File: src/rtl/atten_pkg.sv
package atten_pkg;
   localparam int unsigned DEF_SMP_W  = 16;
   localparam int unsigned DEF_GAIN_W = 8;
   localparam int unsigned DEF_DIV    = 4;
   localparam int unsigned NUM_CH     = 2;

   typedef enum logic [1:0] {
      RAMP_HOLD = 2'b00,
      RAMP_DOWN = 2'b01,
      RAMP_UP   = 2'b10
   } ramp_dir_e;
endpackage

File: src/rtl/atten_prescaler.sv
module atten_prescaler #(
   parameter int unsigned DIV = 4
) (
   input  logic clk,
   input  logic rst_n,
   input  logic stb,
   output logic tick
);
   if (DIV < 1) begin : g_bad_div
      $error("atten_prescaler: DIV must be at least 1");
   end

   if (DIV == 1) begin : g_direct
      assign tick = stb;
   end else begin : g_count
      localparam int unsigned CW   = $clog2(DIV);
      localparam logic [CW-1:0] LAST = CW'(DIV - 1);
      logic [CW-1:0] phase_q;

      always_ff @(posedge clk) begin
         if (!rst_n) begin
            phase_q <= '0;
         end else if (stb) begin
            phase_q <= (phase_q == LAST) ? '0 : phase_q + 1'b1;
         end
      end

      assign tick = stb && (phase_q == LAST);
   end
endmodule

File: src/rtl/atten_ramp.sv
module atten_ramp
   import atten_pkg::*;
#(
   parameter int unsigned GAIN_W = 8
) (
   input  logic              clk,
   input  logic              rst_n,
   input  logic              tick,
   input  logic [GAIN_W-1:0] goal,
   output logic [GAIN_W-1:0] gain,
   output logic              is_zero
);
   localparam logic [GAIN_W-1:0] FULL = '1;

   logic [GAIN_W-1:0] gain_q;
   ramp_dir_e         dir;

   always_comb begin
      if (goal < gain_q)      dir = RAMP_DOWN;
      else if (goal > gain_q) dir = RAMP_UP;
      else                    dir = RAMP_HOLD;
   end

   always_ff @(posedge clk) begin
      if (!rst_n) begin
         gain_q <= FULL;
      end else if (tick) begin
         case (dir)
            RAMP_DOWN: gain_q <= gain_q - 1'b1;
            RAMP_UP:   gain_q <= gain_q + 1'b1;
            default:   gain_q <= gain_q;
         endcase
      end
   end

   assign gain    = gain_q;
   assign is_zero = (gain_q == '0);
endmodule

File: src/rtl/atten_scaler.sv
module atten_scaler #(
   parameter int unsigned SMP_W  = 16,
   parameter int unsigned GAIN_W = 8
) (
   input  logic                    clk,
   input  logic                    rst_n,
   input  logic                    stb,
   input  logic signed [SMP_W-1:0] smp_in,
   input  logic [GAIN_W-1:0]       gain,
   output logic signed [SMP_W-1:0] smp_out
);
   localparam int unsigned PW = SMP_W + GAIN_W + 1;
   localparam logic [GAIN_W-1:0] FULL = '1;

   logic signed [PW-1:0]    prod;
   logic signed [PW-1:0]    prod_sh;
   logic signed [SMP_W-1:0] scaled;

   always_comb begin
      prod    = PW'(smp_in) * $signed({1'b0, gain});
      prod_sh = prod >>> GAIN_W;
      scaled  = (gain == FULL) ? smp_in : prod_sh[SMP_W-1:0];
   end

   always_ff @(posedge clk) begin
      if (!rst_n) begin
         smp_out <= '0;
      end else if (stb) begin
         smp_out <= scaled;
      end
   end
endmodule

File: src/rtl/stereo_soft_atten.sv
module stereo_soft_atten
   import atten_pkg::*;
#(
   parameter int unsigned SMP_W    = DEF_SMP_W,
   parameter int unsigned GAIN_W   = DEF_GAIN_W,
   parameter int unsigned STEP_DIV = DEF_DIV
) (
   input  logic                    clk,
   input  logic                    rst_n,
   input  logic                    frame_stb,
   input  logic signed [SMP_W-1:0] in_l,
   input  logic signed [SMP_W-1:0] in_r,
   input  logic                    wr_l,
   input  logic                    wr_r,
   input  logic [GAIN_W-1:0]       wr_gain,
   input  logic                    common_en,
   input  logic                    mute_l,
   input  logic                    mute_r,
   output logic signed [SMP_W-1:0] out_l,
   output logic signed [SMP_W-1:0] out_r,
   output logic [GAIN_W-1:0]       gain_l,
   output logic [GAIN_W-1:0]       gain_r,
   output logic                    zero_l,
   output logic                    zero_r
);
   if (SMP_W < 2) begin : g_bad_smp
      $error("stereo_soft_atten: SMP_W too small");
   end
   if (GAIN_W < 1) begin : g_bad_gain
      $error("stereo_soft_atten: GAIN_W too small");
   end

   localparam logic [GAIN_W-1:0] FULL = '1;

   logic [GAIN_W-1:0]       tgt_l_q, tgt_r_q;
   logic [GAIN_W-1:0]       goal   [NUM_CH];
   logic [GAIN_W-1:0]       gain   [NUM_CH];
   logic                    zflag  [NUM_CH];
   logic signed [SMP_W-1:0] smp_i  [NUM_CH];
   logic signed [SMP_W-1:0] smp_o  [NUM_CH];
   logic                    tick;

   always_ff @(posedge clk) begin
      if (!rst_n) begin
         tgt_l_q <= FULL;
         tgt_r_q <= FULL;
      end else begin
         if (wr_l) tgt_l_q <= wr_gain;
         if (wr_r) tgt_r_q <= wr_gain;
      end
   end

   always_comb begin
      goal[0]  = mute_l ? '0 : tgt_l_q;
      goal[1]  = mute_r ? '0 : (common_en ? tgt_l_q : tgt_r_q);
      smp_i[0] = in_l;
      smp_i[1] = in_r;
   end

   atten_prescaler #(.DIV(STEP_DIV)) u_pre (
      .clk   (clk),
      .rst_n (rst_n),
      .stb   (frame_stb),
      .tick  (tick)
   );

   for (genvar c = 0; c < NUM_CH; c++) begin : g_ch
      atten_ramp #(.GAIN_W(GAIN_W)) u_ramp (
         .clk     (clk),
         .rst_n   (rst_n),
         .tick    (tick),
         .goal    (goal[c]),
         .gain    (gain[c]),
         .is_zero (zflag[c])
      );

      atten_scaler #(.SMP_W(SMP_W), .GAIN_W(GAIN_W)) u_scale (
         .clk     (clk),
         .rst_n   (rst_n),
         .stb     (frame_stb),
         .smp_in  (smp_i[c]),
         .gain    (gain[c]),
         .smp_out (smp_o[c])
      );
   end

   assign out_l  = smp_o[0];
   assign out_r  = smp_o[1];
   assign gain_l = gain[0];
   assign gain_r = gain[1];
   assign zero_l = zflag[0];
   assign zero_r = zflag[1];
endmodule

File: config.mk
export PLATFORM = sky130hd
export DESIGN_NAME = stereo_soft_atten
export DESIGN_NICKNAME = d
export VERILOG_FILES = /design/src/rtl/atten_pkg.sv /design/src/rtl/atten_prescaler.sv /design/src/rtl/atten_ramp.sv /design/src/rtl/atten_scaler.sv /design/src/rtl/stereo_soft_atten.sv
export SDC_FILE = /design/constraint.sdc
export NUM_CORES = 1
export LEC_CHECK = 0
export BUFFER_PORTS_ARGS = -buffer_cell sky130_fd_sc_hd__clkbuf_2
export CELL_PAD_IN_SITES_DETAIL_PLACEMENT = 0
export CELL_PAD_IN_SITES_GLOBAL_PLACEMENT = 2
export CORE_UTILIZATION = 30
export CTS_CLUSTER_DIAMETER = 200
export DETAILED_ROUTE_END_ITERATION = 8
export PLACE_DENSITY = 0.72
export SYNTH_ARGS = -nofsm -noshare
export SYNTH_HDL_FRONTEND = slang
export SYNTH_SLANG_ARGS = --single-unit
export TNS_END_PERCENT = 5
File: constraint.sdc
create_clock -name clk -period 8.2 [get_ports clk]
set_input_delay 1.64 -clock clk [delete_from_list [all_inputs] [get_ports clk]]
set_output_delay 1.64 -clock clk [all_outputs]
set_load 0.02 [all_outputs]
==> results of run 1 <==
==> sequential cells by signal, indices dropped and copies added (netlist names) <==
name	flops
g_ch.u_ramp.gain	16
g_ch.u_scale.smp_out	32
tgt_l_q	8
tgt_r_q	8
u_pre.g_count.phase_q	2
==> power by group through the flow <==
stage / clock network (mW) / registers (mW) / logic (mW)
3_5_place_dp: 0 / 0.389 / 4.17
5_1_grt: 0.394 / 0.385 / 4.80
4_1_cts: 0.383 / 0.383 / 4.20
3_3_place_gp: 0 / 0.390 / 4.18
2_1_floorplan: 0 / 0.403 / 3.23
6_report: 0.374 / 0.383 / 4.17
==> Yosys cell counts (all sizes together) (3+ instances only) <==
cell type and count:
nand3 16, a31oi 16, o31ai 5, o21a 8, nor2 59, mux2i 38, a21o 19, o21ai 41
clkbuf 69, o21bai 4, mux2 4, nor2b 14, fa 200, buf 12, and2 107, a21oi 43
or2 4, dfxtp 66, xor2 10, a211oi 7, nand2b 4, a311oi 8, inv 310, o311ai 5
xnor2 28, a21boi 3, nand2 219, o22ai 5, o41ai 3, ha 115, nor3 9, and3 6
o211ai 22, o211a 4, nand4 17, a32oi 3, or3 8
==> cells in the final DEF, fill, tap and decap left out, drive strengths merged, types with 6 or more instances in the layout <==
cell,synthesis,layout
a311oi,8,8
o21a,8,8
ha,115,115
inv,310,310
nor2,59,59
nor2b,14,14
or3,8,8
and2,107,107
mux2i,38,38
buf,12,18
dfxtp,66,66
nand2,219,219
xor2,10,10
and3,6,6
clkbuf,69,107
nand4,17,17
xnor2,28,28
a21o,19,19
nor3,9,9
o21ai,41,41
nand3,16,16
a211oi,7,7
o211ai,22,22
a21oi,43,43
fa,200,200
a31oi,16,16
==> worst max-delay path, stage by stage <==
cell and delay (ns):
clkbuf_2 0.27, nand2_1 0.12, fa_1 0.50, inv_1 0.05
fa_1 0.48, fa_1 0.54, inv_1 0.05, fa_1 0.48
inv_1 0.05, ha_1 0.36, a21o_1 0.24, a31o_2 0.22
a21oi_1 0.21, a211oi_2 0.13, o311ai_1 0.34, mux2_1 0.36
a311oi_1 0.26
==> final timing paths <==
check	startpoint	endpoint	cells past startpoint
max	in_l[9]	g_ch[0].u_scale.smp_out[13]	17
min	tgt_r_q[2]	tgt_r_q[2]	2
max reg2reg	g_ch[0].u_ramp.gain[5]	g_ch[0].u_scale.smp_out[13]	16
min reg2reg	tgt_r_q[2]	tgt_r_q[2]	2
==> through the flow <==
| stage | power (mW) | hold WS [ns] | setup WS [ns] | std cells |
|---|---|---|---|---|
| 2_1_floorplan | 3.63 | 0.441 | 2.15 | 1533 |
| 3_3_place_gp | 4.57 | 0.456 | 1.90 | 2099 |
| 3_5_place_dp | 4.56 | 0.464 | 1.81 | 2099 |
| 4_1_cts | 4.97 | 0.478 | 2.19 | 2115 |
| 5_1_grt | 5.58 | 0.496 | 1.95 | 2115 |
| 6_report | 4.92 | 0.475 | 2.17 | 2115 |
==> kinds of logic after synthesis <==
group | count (synthesis) | synth area share, %
buffers and inverters | 391 | 11.7
AO/OA/AOI/OAI | 209 | 11.3
XOR/XNOR | 38 | 2.63
AND/OR/NAND/NOR | 472 | 17.7
flip-flops | 66 | 10.4
multiplexers | 42 | 3.36
adder cells (fa/ha/maj) | 315 | 42.9
==> metal layers <==
metal / part of all wire [%] / up-vias
li1: - / 4898
met3: 3.5 / 40
met4: 2.0 / 0
met1: 47 / 5079
met5: 0 / -
met2: 47 / 186
==> final cells by class <==
type / count / area, sq um
Multi-Input combinational cell: 1076 / 9880
Timing Repair Buffer: 115 / 621
Tap cell: 532 / 666
Clock buffer: 10 / 239
Inverter: 310 / 1160
Fill cell: 4426 / 27400
Sequential cell: 66 / 1320
Clock inverter: 6 / 32.5
==> impl_metrics.toml, run 1 <==
[die]
die_width_microns = 208
rows = 74
die_area_sq_um = 43100
die_y_microns = 208
start_util_pct = 30.7
pin_count = 98
coreArea_sq_um = 41300

[placement]
postPlaceCellArea_sq_um = 13600
portBuffers = 97
place.gp.congestion = 0.795
dpl.hpwl_mm = 28.8

[logic_synthesis]
synthDistinctLibCells = 68
yosys.area.top_type_share_pct = 31.6
synth-seq-cells = 66
synth-seq-area-share_pct = 10.4
synthFlopType = "dfxtp_1"
netlist_instances = 1533
async_flop_share_pct = 0
synth.area.top_cells = "fa_1 (32%), ha_1 (11%), dfxtp_1 (10%), inv_1 (9.2%), nand2_1 (6.5%)"
syn_nets = 1896
synth_area_leader_cell = "fa_1"
syn_area_sq_um = 12700
syn_avg_cell_area_sq_um = 8.27
yosysWarnings = 0
synth_edf_count = 0

[setup_path]
ff2ff_setup_slack_ns = 2.72
worstPathMaxFanout = 9
crit_type = "input port to flip-flop"
crit_required_ns = 8.45
endpoint_kind = "flip-flop"
critPathLaunchType = "input port"
worstPathArrival_ns = 6.28

[route]
post-route-drc-count = 1
drt-wirelength-per-cell_microns = 17.2
vias = 10200
drt_iter0_markers = 427
wirelength_mm = 36.5
first_pass_iters = 9
vias_per_cell = 4.82
drtAntennaViolNets = 0

[finish]
antenna_cells = 0
fin_area_sq_um = 13900
final_core_util_pct = 33.7
drive_gt1_share_pct = 9.10
nets = 1941
syn_to_final_growth_pct = 9.81

[pwr]
pwr-share-clk_pct = 7.6
power_density_nw_per_um2 = 354
p_sw_mw = 2.63
power_switching_share_pct = 53.4
seq_power_share_pct = 7.8
p_leak_nw = 7.27
vdd_drop_max_v = 0.000189
combPwrFrac_pct = 84.6
internal_power_mw = 2.29

[clock_tree]
cts_resized = 0
clock_path_buffers = 2
post_cts.repair.setup_buffers = 0
numClockSinks = 66
tritoncts = "built"
h-tree-depth = 3
root_buffer = "clkbuf_16"
worstSkewPairLatency_ns = 0.35
clkTransAtPathRegs_ns = 0.06
cts_hold_buffers = 0
numCtsBuffers = 9

[timing]
timing.fmax_mhz = 166
setup_viol = 0
tns_ns = 0
period_minus_slack_ns = 6.03
rsz0062_at_grt = "no"
tightest_slew_ns = 1.12
finalClockSkew_ns = 0.0126
hold_violations = 0
max-slew-margin-rel_pct = 24.8
slew_violations = 0
period_share_pct = 73.5

[grt]
grt-busiest-layer = "met2"
globalRouteMet2Util_pct = 29.9
grt_pass1_wl_mm = 59.9
grt_max_degree = 53
antenna_found_initial = 0
grt_use_met1_pct = 24.0
grt_util_met3_pct = 2.13
overflow = 0
grt_pass1_vias = 10800
grt_usage_pct = 17.6

[min_path]
hold_path.class = "flip-flop to flip-flop"

[run]
cap_viol_max_count = 0

[run_status]
status = "complete, but fails checks"
violations = "design-rule violations"
Power figures use the tool's default switching activity.
==> run 2, diff against run 1 <==
- ABC_AREA: not set -> 1
- PLACE_DENSITY: 0.72 -> 0.78
- clock period: 8.2 -> 4.9 ns (I/O delays scaled with it)
==> impl_metrics.toml, run 2 <==
[finish]
largest_register_ffs = 32
regMostFlops = "g_ch.u_scale.smp_out"
final_common_cell = "inv_1"
nets = 2484
antenna_cells = 0
fin_area_sq_um = 16600
drive_gt1_share_pct = 20.6
n_fill_cell = 4794
final_cell_mix = "inv_1 (481), nand2_1 (460), fa_1 (193)"
syn_to_final_growth_pct = 22.8

[grt]
grt_pass1_wl_mm = 66.7
overflow = 0
antenna_found_initial = 1
grt_usage_pct = 18.4
grt_max_degree = 51
grt_pass1_vias = 12300

[setup_path]
crit_type = "input port to flip-flop"
endpoint_kind = "flip-flop"
worstPathArrival_ns = 5.18
critPathLaunchType = "input port"
worstPathMaxFanout = 5
crit_required_ns = 5.19

[clock_tree]
cts_hold_buffers = 0
h-tree-depth = 3
numClockSinks = 66
clkTransAtPathRegs_ns = 0.06
numCtsBuffers = 9
tritoncts = "built"
root_buffer = "clkbuf_16"
clock_path_buffers = 2
worstSkewPairLatency_ns = 0.36

[timing]
tns_ns = 0
rsz0062_at_grt = "yes"
timing.fmax_mhz = 204
finalClockSkew_ns = 0.00796
period_share_pct = 99.9
setup_viol = 0
period_minus_slack_ns = 4.89
hold_ws_ns = 0.454
setup_slack_ns = 0.00604
tightest_slew_ns = 1.10
hold_violations = 0
max-slew-margin-rel_pct = 26.6
slew_violations = 0

[run_status]
status = "finished, final reports clean"

[logic_synthesis]
synth-seq-cells = 66
synth-seq-area-share_pct = 9.79
synthDistinctLibCells = 42
synth_common_cells = "inv_1 (492), nand2_1 (474), fa_1 (200)"
synth.area.top_cells = "fa_1 (30%), inv_1 (14%), nand2_1 (13%), ha_1 (11%), dfxtp_1 (9.8%)"
syn_area_sq_um = 13500
synthFlopType = "dfxtp_1"
yosysWarnings = 0
synth_edf_count = 0
yosysMostFrequentCell = "inv_1"
synth_area_leader_cell = "fa_1"
async_flop_share_pct = 0
syn_avg_cell_area_sq_um = 7.05
yosys.area.top_type_share_pct = 29.7
syn_nets = 2278
netlist_instances = 1915

[pwr]
combPwrFrac_pct = 89.0
pwr-share-clk_pct = 6.2
power_density_nw_per_um2 = 809
p_sw_mw = 6.77
vdd_drop_max_v = 0.000406
internal_power_mw = 6.64
seq_power_share_pct = 4.8
power_switching_share_pct = 50.5
power_mw = 13.4
p_leak_nw = 9.50

[die]
pin_count = 98
rows = 77
die_width_microns = 214
die_y_microns = 214
die_area_sq_um = 45800
start_util_pct = 30.5
coreArea_sq_um = 44300

[min_path]
hold_path.class = "flip-flop to flip-flop"

[placement]
postPlaceCellArea_sq_um = 15800
pre_cts_ws_ns = -0.626
place.gp.congestion = 0.847
dpl.hpwl_mm = 34.7
portBuffers = 97

[route]
drtAntennaViolNets = 0
vias = 12000
vias_per_cell = 4.43
drt-wirelength-per-cell_microns = 15.1
drt_iter0_markers = 538
post-route-drc-count = 0
first_pass_iters = 4
wirelength_mm = 41.0

[run]
cap_viol_max_count = 0
-- run 2: cell types whose count changed in the layout (fill, tap and decap cells not counted), moves of 25 or more --
| cell | previous run | this run |
|---|---|---|
| nand2_1 | 218 | 460 |
| inv_1 | 309 | 481 |
| buf_4 | 18 | 181 |
| and2_1 | 107 | 0 |
| nand3_1 | 16 | 77 |
| a21oi_1 | 42 | 89 |
| mux2i_1 | 38 | 0 |
| nand2_2 | 1 | 30 |
| inv_2 | 1 | 27 |
| o21ai_1 | 3 | 28 |
-- run 2: worst paths after layout --
kind	startpoint	end	slack [ns]	depth (start not counted)
max	in_l[15]	g_ch[0].u_scale.smp_out[14]	0.006	21
min	tgt_r_q[1]	tgt_r_q[1]	0.45	2
max reg2reg	g_ch[0].u_ramp.gain[5]	g_ch[0].u_scale.smp_out[14]	0.16	19
min reg2reg	tgt_r_q[1]	tgt_r_q[1]	0.45	2
-- run 2: final cells by class --
| type | instances | area (sq um) | area share [%] |
|---|---|---|---|
| multi-input cells | 1252 | 10200 | 61.6 |
| repair buffers | 283 | 2010 | 12.1 |
| inverters | 509 | 1910 | 11.5 |
| flip-flops and latches | 66 | 1330 | 8.00 |
| well taps | 592 | 741 | 4.47 |
| clock buffers | 10 | 239 | 1.44 |
| clock inverters | 6 | 138 | 0.830 |
-- run 2: stage by stage --
step | instances | util (%)
3_5_place_dp | 2696 | 35.5
3_3_place_gp | 2696 | 35.5
4_1_cts | 2712 | 36.6
5_1_grt | 2718 | 37.4
2_1_floorplan | 1915 | -
6_report | 2718 | 37.4
-- run 2: kinds of logic after synthesis --
family | after synthesis | synth area share (%)
compound gates | 214 | 9.04
fa+ha+maj | 315 | 40.3
xor+xnor | 25 | 1.62
buf+inv | 597 | 17.1
flops | 66 | 9.79
simple gates | 698 | 22.1
-- run 2: power by group through the flow --
| stage | clock (mW) | sequential (mW) | combinational, mW |
|---|---|---|---|
| floorplan | 0 | 0.699 | 6.39 |
| global placement | 0 | 0.657 | 10.9 |
| detailed placement | 0 | 0.657 | 10.9 |
| CTS | 0.859 | 0.646 | 11.2 |
| global route | 0.881 | 0.653 | 13.4 |
| finish | 0.832 | 0.646 | 11.9 |
-- run 2: routing by layer --
layer / global-route usage (%) / part of all wire, % / vias up
li1: - / - / 6107
met2: 28.1 / 43 / 176
met5: 0 / 0.034 / -
met4: 3.33 / 1.0 / 2
met1: 27.5 / 53 / 5732
met3: 2.58 / 3.3 / 25
-- run 2: critical path, cell delays in order --
cell and delay, ns:
clkbuf_4 0.16, buf_6 0.12, nand2_2 0.07, fa_1 0.53
buf_4 0.16, fa_1 0.48, inv_1 0.05, fa_1 0.48
inv_1 0.06, fa_1 0.57, inv_2 0.06, ha_4 0.30
buf_4 0.12, nand3_2 0.10, nor3_4 0.18, nand4_1 0.24
nand3_1 0.14, nand2_1 0.06, nand3_1 0.06, nand3_1 0.09
a21oi_2 0.17
-- run 2: what timing repair did --
action,4_1_cts,5_1_grt
setup buffers,0,8
gates resized for setup,14,103
gates cloned,0,0
setup endpoints to repair,2,19
pin swaps,5,40
hold endpoints to repair,0,0
==> run 3, diff against run 2 <==
- CELL_PAD_IN_SITES_GLOBAL_PLACEMENT: 2 -> 1
- PLACE_DENSITY: 0.78 -> 0.72
==> impl_metrics.toml, run 3 (synthesis gave the netlist of run 2 again) <==
[grt]
grt_pass1_vias = 12200
antenna_found_initial = 2
grt_usage_pct = 17.3
grt_pass1_wl_mm = 63.7
grt_max_degree = 51
overflow = 0

[setup_path]
worstPathArrival_ns = 5.00
endpoint_kind = "flip-flop"
crit_required_ns = 5.10
crit_type = "input port to flip-flop"
worstPathMaxFanout = 5
critPathLaunchType = "input port"

[finish]
regMostFlops = "g_ch.u_scale.smp_out"
fin_area_sq_um = 16100
final_common_cell = "inv_1"
final_cell_mix = "inv_1 (492), nand2_1 (469), fa_1 (196)"
antenna_cells = 0
syn_to_final_growth_pct = 19.1
largest_register_ffs = 32
drive_gt1_share_pct = 18.1
nets = 2464

[run]
cap_viol_max_count = 0

[clock_tree]
numCtsBuffers = 9
cts_hold_buffers = 0
numClockSinks = 66
tritoncts = "built"
post_cts.repair.setup_buffers = 0
worstSkewPairLatency_ns = 0.38
h-tree-depth = 3
cts_resized = 0
clkTransAtPathRegs_ns = 0.06
root_buffer = "clkbuf_16"
clock_path_buffers = 2

[route]
wirelength_mm = 38.6
first_pass_iters = 5
top_layer = "met5"
drt_iter0_markers = 506
drtAntennaViolNets = 0
drt-wirelength-per-cell_microns = 14.3
vias = 12100
wl_met3_mm = 1.91
route.met2.wl_mm = 17.6
wl_met1_mm = 18.5
vias_per_cell = 4.47
post-route-drc-count = 0

[placement]
place.gp.congestion = 0.898
postPlaceCellArea_sq_um = 15600
dpl.hpwl_mm = 32.9
portBuffers = 97
pre_cts_ws_ns = -0.337

[pwr]
vdd_drop_max_v = 0.000429
power_density_nw_per_um2 = 760
power_mw = 12.2
p_leak_nw = 9.31

[run_status]
status = "finished, final reports clean"

[timing]
period_share_pct = 97.9
hold_violations = 0
max-slew-margin-rel_pct = 24.0
timing.fmax_mhz = 209
finalClockSkew_ns = 0.0129
rsz0062_at_grt = "yes"
slew_violations = 0
period_minus_slack_ns = 4.79
setup_slack_ns = 0.105
hold_ws_ns = 0.455
tightest_slew_ns = 1.13
setup_viol = 0

[die]
die_width_microns = 214
start_util_pct = 30.5
pin_count = 98
coreArea_sq_um = 44300
rows = 77
die_area_sq_um = 45800
die_y_microns = 214

[min_path]
hold_path.class = "flip-flop to flip-flop"
[run 3: cell count changes in the layout (fill, tap and decap cells not counted), moves of 8 or more]
cell / previous run / this run
buf_4: 181 / 163
clkbuf_2: 84 / 92
inv_1: 481 / 492
inv_2: 27 / 16
nand2_1: 460 / 469
[run 3: worst max-delay path, cell delays in order]
cell and delay [ns]:
clkbuf_2 0.15, buf_4 0.17, nand2_1 0.08, fa_1 0.61
buf_4 0.14, fa_1 0.44, fa_1 0.50, fa_1 0.50
inv_1 0.05, ha_2 0.37, inv_1 0.07, nor3_2 0.21
nand2_1 0.08, nor2_1 0.09, nand2_1 0.07, nand3_1 0.16
inv_1 0.06, nand2_1 0.05, nand3_1 0.08, nand2_1 0.08
a21oi_1 0.06
[run 3: cell type report]
class / instances / area (sq um)
multi-input cells: 1252 / 10000
inverters: 509 / 1910
repair buffers: 263 / 1780
clock inverters: 4 / 26.3
well taps: 592 / 741
fillers: 4781 / 28200
clock buffers: 12 / 256
flip-flops and latches: 66 / 1330
[run 3: per-layer routing]
metal  global-route usage, %  vias to the layer above
met3                    3.42                       34
met4                    4.07                        4
met2                    28.0                      214
li1                        -                     6063
met1                    23.8                     5752
met5                       0                        -
[run 3: power breakdown]
part | switching [mW] | internal, mW
Combinational | 6.05 | 4.89
Clock | 0.268 | 0.368
Sequential | 0.0429 | 0.599
Total | 6.36 | 5.86
[run 3: final timing paths]
path                                                    end  depth (start not counted)                   start  slack [ns]
worst max-delay path            g_ch[1].u_scale.smp_out[15]                         21                in_r[15]        0.11
worst min-delay path                             tgt_r_q[4]                          2              tgt_r_q[4]        0.45
worst max register to register  g_ch[1].u_scale.smp_out[15]                         20  g_ch[1].u_ramp.gain[1]        0.22
worst min register to register                   tgt_r_q[4]                          2              tgt_r_q[4]        0.45
[run 3: through the flow]
step | instances | util [%] | setup TNS (ns)
2_1_floorplan | 1915 | - | -0.0101
3_3_place_gp | 2682 | 35.2 | -5.41
3_5_place_dp | 2682 | 35.2 | -5.77
4_1_cts | 2698 | 35.9 | 0
5_1_grt | 2698 | 36.3 | -0.177
6_report | 2698 | 36.3 | 0
